==> src/rtl/nco_pkg.sv <==
package nco_pkg;
  parameter int unsigned NCO_BYTE_W = 8;
  parameter int unsigned NCO_WORD_W = 2 * NCO_BYTE_W;
  typedef logic [NCO_WORD_W-1:0] nco_word_t;
endpackage

==> src/rtl/nco_word_reg.sv <==
module nco_word_reg #(
  parameter int unsigned BYTE_W = 8,
  localparam int unsigned WORD_W = 2 * BYTE_W
) (
  input  logic              clk,
  input  logic              rst_n,
  input  logic              wr_hi,
  input  logic              wr_lo,
  input  logic [BYTE_W-1:0] wr_data,
  output logic [WORD_W-1:0] word
);
  logic [BYTE_W-1:0] hi_stage_q;
  logic [WORD_W-1:0] word_q;

  // Upper byte waits here until a lower-byte write commits it.
  always_ff @(posedge clk or negedge rst_n) begin
    if (!rst_n) begin
      hi_stage_q <= '0;
    end else if (wr_hi) begin
      hi_stage_q <= wr_data;
    end
  end

  always_ff @(posedge clk or negedge rst_n) begin
    if (!rst_n) begin
      word_q <= '0;
    end else if (wr_lo) begin
      word_q <= {hi_stage_q, wr_data};
    end
  end

  assign word = word_q;
endmodule

==> src/rtl/nco_phase_acc.sv <==
module nco_phase_acc #(
  parameter int unsigned WORD_W = 16
) (
  input  logic              clk,
  input  logic              rst_n,
  input  logic              run,
  input  logic [WORD_W-1:0] word,
  output logic [WORD_W-1:0] incr,
  output logic [WORD_W-1:0] acc
);
  logic [WORD_W-1:0] acc_q;
  logic [WORD_W-1:0] neg_word;

  // Words with the sign bit set are folded to their magnitude.
  assign neg_word = ~word + WORD_W'(1);
  assign incr     = word[WORD_W-1] ? neg_word : word;

  always_ff @(posedge clk or negedge rst_n) begin
    if (!rst_n) begin
      acc_q <= '0;
    end else if (!run) begin
      acc_q <= '0;
    end else begin
      acc_q <= acc_q + incr;
    end
  end

  assign acc = acc_q;
endmodule

==> src/rtl/nco_rise_tick.sv <==
module nco_rise_tick (
  input  logic clk,
  input  logic rst_n,
  input  logic level,
  output logic tick
);
  logic level_d;

  always_ff @(posedge clk or negedge rst_n) begin
    if (!rst_n) begin
      level_d <= 1'b0;
    end else begin
      level_d <= level;
    end
  end

  assign tick = level & ~level_d;
endmodule

==> src/rtl/nco_clkgen.sv <==
module nco_clkgen #(
  parameter int unsigned BYTE_W = nco_pkg::NCO_BYTE_W,
  localparam int unsigned WORD_W = 2 * BYTE_W
) (
  input  logic              clk,
  input  logic              rst_n,
  input  logic              run,
  input  logic              wr_hi,
  input  logic              wr_lo,
  input  logic [BYTE_W-1:0] wr_data,
  output logic              wave,
  output logic              tick
);
  logic [WORD_W-1:0] word_q;
  logic [WORD_W-1:0] incr;
  logic [WORD_W-1:0] acc_q;

  nco_word_reg #(.BYTE_W(BYTE_W)) u_word (
    .clk     (clk),
    .rst_n   (rst_n),
    .wr_hi   (wr_hi),
    .wr_lo   (wr_lo),
    .wr_data (wr_data),
    .word    (word_q)
  );

  nco_phase_acc #(.WORD_W(WORD_W)) u_acc (
    .clk   (clk),
    .rst_n (rst_n),
    .run   (run),
    .word  (word_q),
    .incr  (incr),
    .acc   (acc_q)
  );

  assign wave = acc_q[WORD_W-1];

  nco_rise_tick u_tick (
    .clk   (clk),
    .rst_n (rst_n),
    .level (wave),
    .tick  (tick)
  );
endmodule

==> config.mk <==
export PLATFORM = sky130hd
export DESIGN_NAME = nco_clkgen
export DESIGN_NICKNAME = d
export VERILOG_FILES = /design/src/rtl/nco_pkg.sv /design/src/rtl/nco_word_reg.sv /design/src/rtl/nco_phase_acc.sv /design/src/rtl/nco_rise_tick.sv /design/src/rtl/nco_clkgen.sv
export SDC_FILE = /design/constraint.sdc
export NUM_CORES = 1
export LEC_CHECK = 0
export BUFFER_PORTS_ARGS = -buffer_cell sky130_fd_sc_hd__buf_2
export CORE_MARGIN = 2
export CORE_UTILIZATION = 30
export DETAILED_ROUTE_END_ITERATION = 6
export GPL_ROUTABILITY_DRIVEN = 0
export PLACE_DENSITY_LB_ADDON = 0.05
export SLEW_MARGIN = 20
export SYNTH_ARGS = -nofsm -noshare
export SYNTH_HDL_FRONTEND = slang
export SYNTH_SLANG_ARGS = --single-unit
==> constraint.sdc <==
create_clock -name clk -period 4.49 [get_ports clk]
set_input_delay 0.6735 -clock clk [delete_from_list [all_inputs] [get_ports clk]]
set_output_delay 0.6735 -clock clk [all_outputs]
set_load 0.02 [all_outputs]
==> results.md, run 1 <==
* Outcome: complete, no violations
* Total inserted antenna cells at 0
* Antenna violations before repair at 0
* DR vias/cell at 4.82
* Clock insertion delay at the later pin of the skew report at 0.30 ns
* Root Driver: sky130_fd_sc_hd__clkbuf_8
* Remaining global-route overflow at 0
* Synthesis Warnings at 0
* Syn Nets at approximately 270
* Clk pwr share at 16.6%
* Max Fanout on Critical Path at 7
* Class of the most critical hold timing path: input pin to async pin
* Cell with the largest stage delay on the worst path: sky130_fd_sc_hd__dfrtp_1
* Top delay family on crit path: simple AND/OR/NAND/NOR gates
* Placeable Area at 8130 µm²
* Yosys top cell area share at 41.0%
* Number of buffers and inverters on the critical path at 0
* NumNets Final at 282
* Layout cells sized above 1 at between 20% and 30%
* Total number of clock tree sinks at a little over 40
* Post-route setup TNS at 0 ns
* Critical-path cell list: nor4_2, nand3_1, o31ai_1, xnor2_1, ha_1, nand4_1, o41ai_2, mux2i_1
* Largest net degree at the start of global routing at 42
* Total number of vias at 1710
* DR pass1 iterations at 4
* Instance count of the mapped netlist at 235
* Worst Path Required at about 4.7 ns
* Wire per inst at between 15 and 20 µm
* Fill cells at approximately 800
* Number of maximum-capacitance constraint violations at 0
* Most used flip-flop cell after synthesis: sky130_fd_sc_hd__dfrtp_1
* Final worst slack at 1.64 ns
* Post-synthesis area per instance at 10.7 µm²
* Top cell type by total area after synthesis: sky130_fd_sc_hd__dfrtp_1
* Effective utilization at floorplan at a little under a third
* Rows at 33
* Remaining max-slew budget at the tightest pin at approximately 62%
* Sequential cell fraction of total power at 34.0%
* CTS hold repair buffers at 0
* Clock tree from TritonCTS: yes
* Number of enable flip-flop cells after synthesis at 0
* Min cycle time layout at roughly 2.8 ns
* Category of the worst setup path launch point: flop
* Most used standard cell by instance count after synthesis: sky130_fd_sc_hd__dfrtp_1
* Final setup violation count at 0
* Setup repair bufs after CTS at 0
* Largest cells by area after synthesis: sky130_fd_sc_hd__dfrtp_1, sky130_fd_sc_hd__mux2_2, sky130_fd_sc_hd__ha_1
* # H-tree levels at 2
* Layout overhead on the synthesized area at 10.3%
* Setup repair after global routing missed its margin: false
* Die Ht at 95.4 µm
* Die extent in x at 95.4 µm
* Power per cell area at roughly 550 nW/µm²
* Sequential cell area fraction in the yosys report at roughly two fifths
* Wire length of the first global-routing pass at about 9100 µm
* Via count of the first global-routing pass at 1759
* Num ports at 15
* Post_cts resized at 0
* Cell types with the highest counts after synthesis: sky130_fd_sc_hd__dfrtp_1, sky130_fd_sc_hd__mux2_2, sky130_fd_sc_hd__nand2_1
* Final hold violation count at 0
* Cell area after layout at 2760 µm²
* Half-perimeter wire length after detailed placement at 4170 µm
* Total net switching power at 619 µW
* Number of buffers added on ports at 14
* TritonCTS buffer count at 5
* Kind of capture point of the worst setup path: flop
* Worst setup timing slack at the placement stage at 1.63 ns
* Async SR Flop Fraction at 100%
* Worst-path clk slew at 0.09 ns
* Remaining DRCs at 0
* Cell area after technology mapping at 2500 µm²
* Post-detailed-routing wire length at approximately 5500 µm
* P_int at 896 µW
* Slew @ Worst Pin at 0.564 ns
* Static power due to leakage at 0.00118 µW
* Unique masters post-synth at 46
* All-layer global routing usage at ~13%
* Worst Setup Path Type: flop to flop
* Post-placement cell area at 2670 µm²
* Max IR drop VDD at 0.131 mV
* Crit path DAT at about 3.1 ns
* Timing-limited maximum frequency at ~0.35 GHz
* Switching fraction of total power at 40.9%
* Antenna-violating nets left at 0
* Maximum count of clock buffers along a single path at 2
* Total Die Area at 9090 µm²
* Proportion of power drawn by combinational gates at 49.5%
* Portion of the clock cycle consumed by the worst path in the final layout at between 60% and 70%
* Setup skew after layout at between 0.007 and 0.008 ns
* Slowest cell delay on critical path at 0.45 ns
* Number of max-slew violations in the final report at 0
* Violation count after the first detailed-routing iteration at 37
* Seq cells post-synth at 41
## stage by stage
stage	hold slack, ns	utilization, %	instances	power (µW)
5_1_grt	0.402	34.0	355	1640
3_3_place_gp	0.418	32.9	347	1290
6_report	0.364	34.0	355	1520
3_5_place_dp	0.428	32.9	347	1270
2_1_floorplan	0.378	-	235	1110
4_1_cts	0.444	33.9	355	1530
## placed cells by master, fill, tap and decap left out, types with 2 or more instances in the layout
cell type and count:
sky130_fd_sc_hd__o21a_1 3, sky130_fd_sc_hd__nand3_1 4, sky130_fd_sc_hd__a21o_1 4, sky130_fd_sc_hd__buf_2 13
sky130_fd_sc_hd__mux2_2 22, sky130_fd_sc_hd__a211oi_1 2, sky130_fd_sc_hd__inv_1 7, sky130_fd_sc_hd__nand4_1 4
sky130_fd_sc_hd__nor3_1 6, sky130_fd_sc_hd__mux2i_1 5, sky130_fd_sc_hd__clkinvlp_4 2, sky130_fd_sc_hd__a21oi_1 10
sky130_fd_sc_hd__dfrtp_1 41, sky130_fd_sc_hd__o211ai_1 2, sky130_fd_sc_hd__o31ai_1 3, sky130_fd_sc_hd__nand2_1 21
sky130_fd_sc_hd__xnor2_1 16, sky130_fd_sc_hd__o21ai_0 11, sky130_fd_sc_hd__xor2_1 3, sky130_fd_sc_hd__nor2b_1 2
sky130_fd_sc_hd__ha_1 19, sky130_fd_sc_hd__nand2b_1 7, sky130_fd_sc_hd__and2_1 2, sky130_fd_sc_hd__o21bai_1 2
sky130_fd_sc_hd__clkbuf_8 5, sky130_fd_sc_hd__nor2_1 11, sky130_fd_sc_hd__nor4_1 2, sky130_fd_sc_hd__o41ai_2 2
## final timing paths
kind / cells past startpoint / start / slack [ns] / to
max reg2reg: 8 / u_word.word[6] / 1.64 / u_acc.acc[15]
min: 1 / rst_n / 0.36 / u_acc.acc[12]
max: 8 / u_word.word[6] / 1.64 / u_acc.acc[15]
min in group clk: 0 / u_acc.acc[15] / 0.44 / u_tick.level_d
max in group asynchronous: 1 / rst_n / 3.74 / u_word.word[12]
min reg2reg: 0 / u_acc.acc[15] / 0.44 / u_tick.level_d
## per-layer routing
metal  routed length [µm]  GRT usage (%)  share of wire [%]
met2                 2440           21.1                 44
met5                    0              0                  0
met1                 2740           17.9                 50
met4                  146           5.43                2.7
met3                  158           3.00                2.9
## flip-flops by register name, indices dropped and copies added, names as in the netlist
register / flops
u_acc.acc: 16
u_tick.level_d: 1
u_word.hi_stage_q: 8
u_word.word: 16
## cell families (layout without fill, tap and decap cells)
| logic type | Yosys count | count (layout) | share of synthesized area (%) |
|---|---|---|---|
| simple gates | 65 | 65 | 13.0 |
| compound gates | 49 | 49 | 14.8 |
| flops | 41 | 41 | 41.0 |
| mux | 27 | 27 | 11.9 |
| fa+ha+maj | 20 | 20 | 10.3 |
| xor+xnor | 19 | 19 | 6.65 |
| buf+inv | 14 | 29 | 2.35 |
## power by group through the flow
| stage | sequential, µW | clock [µW] | combinational, µW |
|---|---|---|---|
| detailed placement | 524 | 0 | 749 |
| global placement | 524 | 0 | 762 |
| floorplan | 505 | 0 | 603 |
| global route | 525 | 280 | 836 |
| CTS | 516 | 261 | 754 |
| finish | 514 | 251 | 749 |
## final cells by class
type                       count  area (µm²)  area share, %
sequential                    41        1030           37.1
multi-input combinational    180        1420           51.4
timing repair buffer          14        72.6           2.63
tap                          105         131           4.76
clock buffer                   6        72.6           2.63
inverter                       7        26.3          0.951
clock inverter                 2        15.0          0.543
No activity file was read; power rests on OpenSTA's default activity.
==> run 2: changes to the inputs <==
Settings changed: ABC_AREA set to 1.
Clock period 4.49 ns to 2.7 ns, I/O delays scaled along.
==> run 2 against run 1 <==
Effect of this change: critical path depth up 5; final cell count up 34%; combinational power up 75%; routed wire length rose by 9.8%; critical path type unchanged; largest power group unchanged; highest routed layer unchanged.
==> results.md, run 2 <==
* Number of maximum-capacitance constraint violations at 0 (unchanged)
* Remaining global-route overflow at 0 (unchanged)
* P_int at 1410 µW (was 896 µW)
* Maximum count of clock buffers along a single path at 2 (unchanged)
* Portion of the clock cycle consumed by the worst path in the final layout at 90.0% (was 63.4%)
* Min cycle time layout at 2.43 ns (was 2.85 ns)
* Category of the worst setup path launch point: flop (unchanged)
* Worst-path clk slew at 0.09 ns (about the same)
* Total inserted antenna cells at 0 (unchanged)
* Final hold violation count at 0 (unchanged)
* Fill cells at 989 (was 823)
* Sequential cell area fraction in the yosys report at 38.6% (was 41.0%)
* Portion of netlist area occupied by mux cells at 3.82% (was 11.9%)
* Number of max-slew violations in the final report at 0 (unchanged)
* Largest net degree at the start of global routing at 32 (was 42)
* Post-route setup TNS at 0 ns (unchanged)
* Fin Hold WS at 0.105 ns (was 0.364 ns)
* Clock tree from TritonCTS: yes (unchanged)
* Wire length of the first global-routing pass at 10400 µm (was 9140 µm)
* Setup repair after global routing missed its margin: false (unchanged)
* Slew @ Worst Pin at 0.605 ns (was 0.564 ns)
* Post-detailed-routing wire length at 6020 µm (was 5490 µm)
* Sequential cell fraction of total power at 32.2% (was 34.0%)
* Cell types with the highest counts after synthesis: sky130_fd_sc_hd__nand2_1, sky130_fd_sc_hd__inv_1, sky130_fd_sc_hd__dfrtp_1 (was sky130_fd_sc_hd__dfrtp_1, sky130_fd_sc_hd__mux2_2, sky130_fd_sc_hd__nand2_1)
* Kind of capture point of the worst setup path: flop (unchanged)
* Area share of fa/ha/maj cells after synthesis at 9.71% (was 10.3%)
* Worst Path Required at 2.89 ns (was 4.70 ns)
* Outcome: complete, no violations (unchanged)
* Reg-to-reg critical path endpoint: u_acc.acc[14] (was u_acc.acc[15])
* Setup skew after layout at 0.00606 ns (was 0.00742 ns)
* Final cell utilization of the core at 34.3% (was 34.0%)
* Total number of vias at 2109 (was 1710)
* Proportion of power drawn by combinational gates at 51.2% (was 49.5%)
* Antenna violations before repair at 0 (unchanged)
* Largest cells by area after synthesis: sky130_fd_sc_hd__dfrtp_1, sky130_fd_sc_hd__nand2_1, sky130_fd_sc_hd__ha_1 (was sky130_fd_sc_hd__dfrtp_1, sky130_fd_sc_hd__mux2_2, sky130_fd_sc_hd__ha_1)
* TritonCTS buffer count at 5 (unchanged)
* Die Ht at 98.1 µm (was 95.4 µm)
* Count of placed standard cells including taps at 469 (was 347)
* Commonest non-fill, non-tap cells in the layout: sky130_fd_sc_hd__nand2_1, sky130_fd_sc_hd__inv_1, sky130_fd_sc_hd__dfrtp_1 (was sky130_fd_sc_hd__dfrtp_1, sky130_fd_sc_hd__mux2_2, sky130_fd_sc_hd__nand2_1)
* Class of the most critical hold timing path: input pin to async pin (unchanged)
* Power, Total at 2560 µW (was 1520 µW)
* DR pass1 iterations at 4 (unchanged)
* Antenna-violating nets left at 0 (unchanged)
* Most used standard cell by instance count after synthesis: sky130_fd_sc_hd__nand2_1 (was sky130_fd_sc_hd__dfrtp_1)
* Crit path DAT at 2.62 ns (was 3.06 ns)
* Number of enable flip-flop cells after synthesis at 0 (unchanged)
* Most used flip-flop cell after synthesis: sky130_fd_sc_hd__dfrtp_1 (unchanged)
* Combinational family with the most area after synthesis: simple AND/OR/NAND/NOR gates (was compound AO/OA/AOI/OAI gates)
* XOR/XNOR share of the synthesized area at 4.95% (was 6.65%)
* Worst Setup Path Type: flop to flop (unchanged)
* Fin cells at 477 (was 355)
* Placeable Area at 8640 µm² (was 8130 µm²)
* Power per cell area at 866 nW/µm² (was 548 nW/µm²)
* Seq cells post-synth at 41 (unchanged)
* Max Fanout on Critical Path at 4 (was 7)
* Most frequent standard cell in the layout excluding fill and tap cells: sky130_fd_sc_hd__nand2_1 (was sky130_fd_sc_hd__dfrtp_1)
* Static power due to leakage at 0.00157 µW (was 0.00118 µW)
* Rows at 34 (was 33)
* Total net switching power at 1150 µW (was 619 µW)
* Max IR drop VDD at 0.269 mV (was 0.131 mV)
* Async SR Flop Fraction at 100% (unchanged)
* Sequential cell area at 1030 µm² (unchanged)
* Synthesized-area fraction occupied by ao, oa, aoi and oai cells at 8.20% (was 14.8%)
* Simple logic cell fraction of the synthesized area at 25.8% (was 13.0%)
* All-layer global routing usage at 13.7% (was 13.4%)
* Total Die Area at 9620 µm² (was 9090 µm²)
* Reg2reg setup slack at 0.27 ns (was 1.64 ns)
* Wire per inst at 12.6 µm (was 15.5 µm)
* Total number of clock tree sinks at 41 (unchanged)
* Remaining DRCs at 0 (unchanged)
* Synthesis Warnings at 0 (unchanged)
* Setup repair bufs after CTS at 0 (unchanged)
* Clk pwr share at 16.6% (about the same)
* Syn Nets at 384 (was 268)
* Via count of the first global-routing pass at 2159 (was 1759)
* Multi-input combinational cell area at 1420 µm² (about the same)
* Half-perimeter wire length after detailed placement at 4830 µm (was 4170 µm)
* # H-tree levels at 2 (unchanged)
* Cell area after technology mapping at 2660 µm² (was 2500 µm²)
* Remaining max-slew budget at the tightest pin at 59.7% (was 62.4%)
* Timing-limited maximum frequency at 0.412 GHz (was 0.351 GHz)
* Post-synthesis area per instance at 7.56 µm² (was 10.7 µm²)
* Clock insertion delay at the later pin of the skew report at 0.30 ns (about the same)
* Violation count after the first detailed-routing iteration at 50 (was 37)
* Top cell type by total area after synthesis: sky130_fd_sc_hd__dfrtp_1 (unchanged)
* Switching fraction of total power at 44.8% (was 40.9%)
* Yosys top cell area share at 38.6% (was 41.0%)
* Final setup violation count at 0 (unchanged)
* DR vias/cell at 4.42 (was 4.82)
* Number of cell instances on the worst register-to-register path at 13 (was 8)
* Layout cells sized above 1 at 15.4% (was 22.0%)
* Die extent in x at 98.1 µm (was 95.4 µm)
* Number of buffers added on ports at 14 (unchanged)
* Effective utilization at floorplan at 30.7% (was 30.8%)
* Unique masters post-synth at 27 (was 46)
* Instance count of the mapped netlist at 351 (was 235)
* NumNets Final at 401 (was 282)
* Worst reg2reg startpoint: u_word.word[2] (was u_word.word[6])
* Num ports at 15 (unchanged)
* Layout overhead on the synthesized area at 11.5% (was 10.3%)
* Root Driver: sky130_fd_sc_hd__clkbuf_8 (unchanged)
## run 2: cell types whose count changed after synthesis, moves of 12 or more
cell / before / now
sky130_fd_sc_hd__nand2_1: 21 / 99
sky130_fd_sc_hd__inv_1: 7 / 51
sky130_fd_sc_hd__nor2_1: 11 / 33
sky130_fd_sc_hd__xnor2_1: 16 / 2
sky130_fd_sc_hd__mux2_2: 22 / 9
sky130_fd_sc_hd__o21ai_0: 11 / 23
## run 2: worst max-delay path by stage
stage / slack, ns / startpoint / end / cells after the start
3_3_place_gp: 0.22 / u_word.word[0] / u_acc.acc[15] / 16
3_5_place_dp: 0.17 / u_word.word[0] / u_acc.acc[15] / 16
5_1_grt: 0.02 / u_word.word[0] / u_acc.acc[15] / 17
4_1_cts: 0.16 / u_word.word[0] / u_acc.acc[15] / 16
2_1_floorplan: 0.49 / u_word.word[0] / u_acc.acc[15] / 16
6_report: 0.27 / u_word.word[2] / u_acc.acc[14] / 13
## run 2: final cells by class
class | count | share of cell area, %
multi-input cells | 250 | 48.1
clock buffers | 6 | 2.45
flip-flops and latches | 41 | 34.7
inverters | 54 | 6.85
repair buffers | 16 | 2.87
well taps | 108 | 4.56
clock inverters | 2 | 0.507
## run 2: cells by family after synthesis
family,after synthesis
xor+xnor,15
compound gates,42
simple gates,164
buf+inv,60
mux,9
flops,41
fa+ha+maj,20
## run 2: power by group through the flow
stage | combinational [µW] | sequential, µW | clock, µW
detailed placement | 1300 | 836 | 0
floorplan | 1000 | 825 | 0
global placement | 1290 | 839 | 0
finish | 1310 | 825 | 426
CTS | 1300 | 825 | 446
global route | 1530 | 841 | 472
## run 2: routing by layer
layer  global-route usage [%]  routed length (µm)  up-vias
met4                     4.27                 104        0
met3                     2.22                 129        8
li1                         -                   -     1130
met2                     22.5                2750       22
met1                     18.5                3040      949
met5                        0                   0        -
## run 2: what timing repair did
item,in CTS,in global routing
hold buffers,0,0
endpoints found under the setup margin,0,4
resized for setup,0,10
## run 2: critical path, cell delays in order (launching register included)
cell                      delay (ns)
sky130_fd_sc_hd__dfrtp_1        0.41
sky130_fd_sc_hd__inv_2          0.09
sky130_fd_sc_hd__nand3_1        0.11
sky130_fd_sc_hd__nor2_2         0.22
sky130_fd_sc_hd__nor2_1         0.11
sky130_fd_sc_hd__a21oi_2        0.12
sky130_fd_sc_hd__xor2_1         0.28
sky130_fd_sc_hd__ha_1           0.32
sky130_fd_sc_hd__a21oi_1        0.18
sky130_fd_sc_hd__nand2_1        0.10
sky130_fd_sc_hd__a21oi_1        0.18
sky130_fd_sc_hd__nand3_1        0.09
sky130_fd_sc_hd__nand2_1        0.06
sky130_fd_sc_hd__nor2_1         0.04
## run 2: through the flow
stage / instance area, µm² / setup WS, ns
after floorplan: 2660 / 0.490
after global placement: 2840 / 0.217
after detailed placement: 2840 / 0.169
after CTS: 2930 / 0.160
after global routing: 2960 / 0.0241
final: 2960 / 0.271
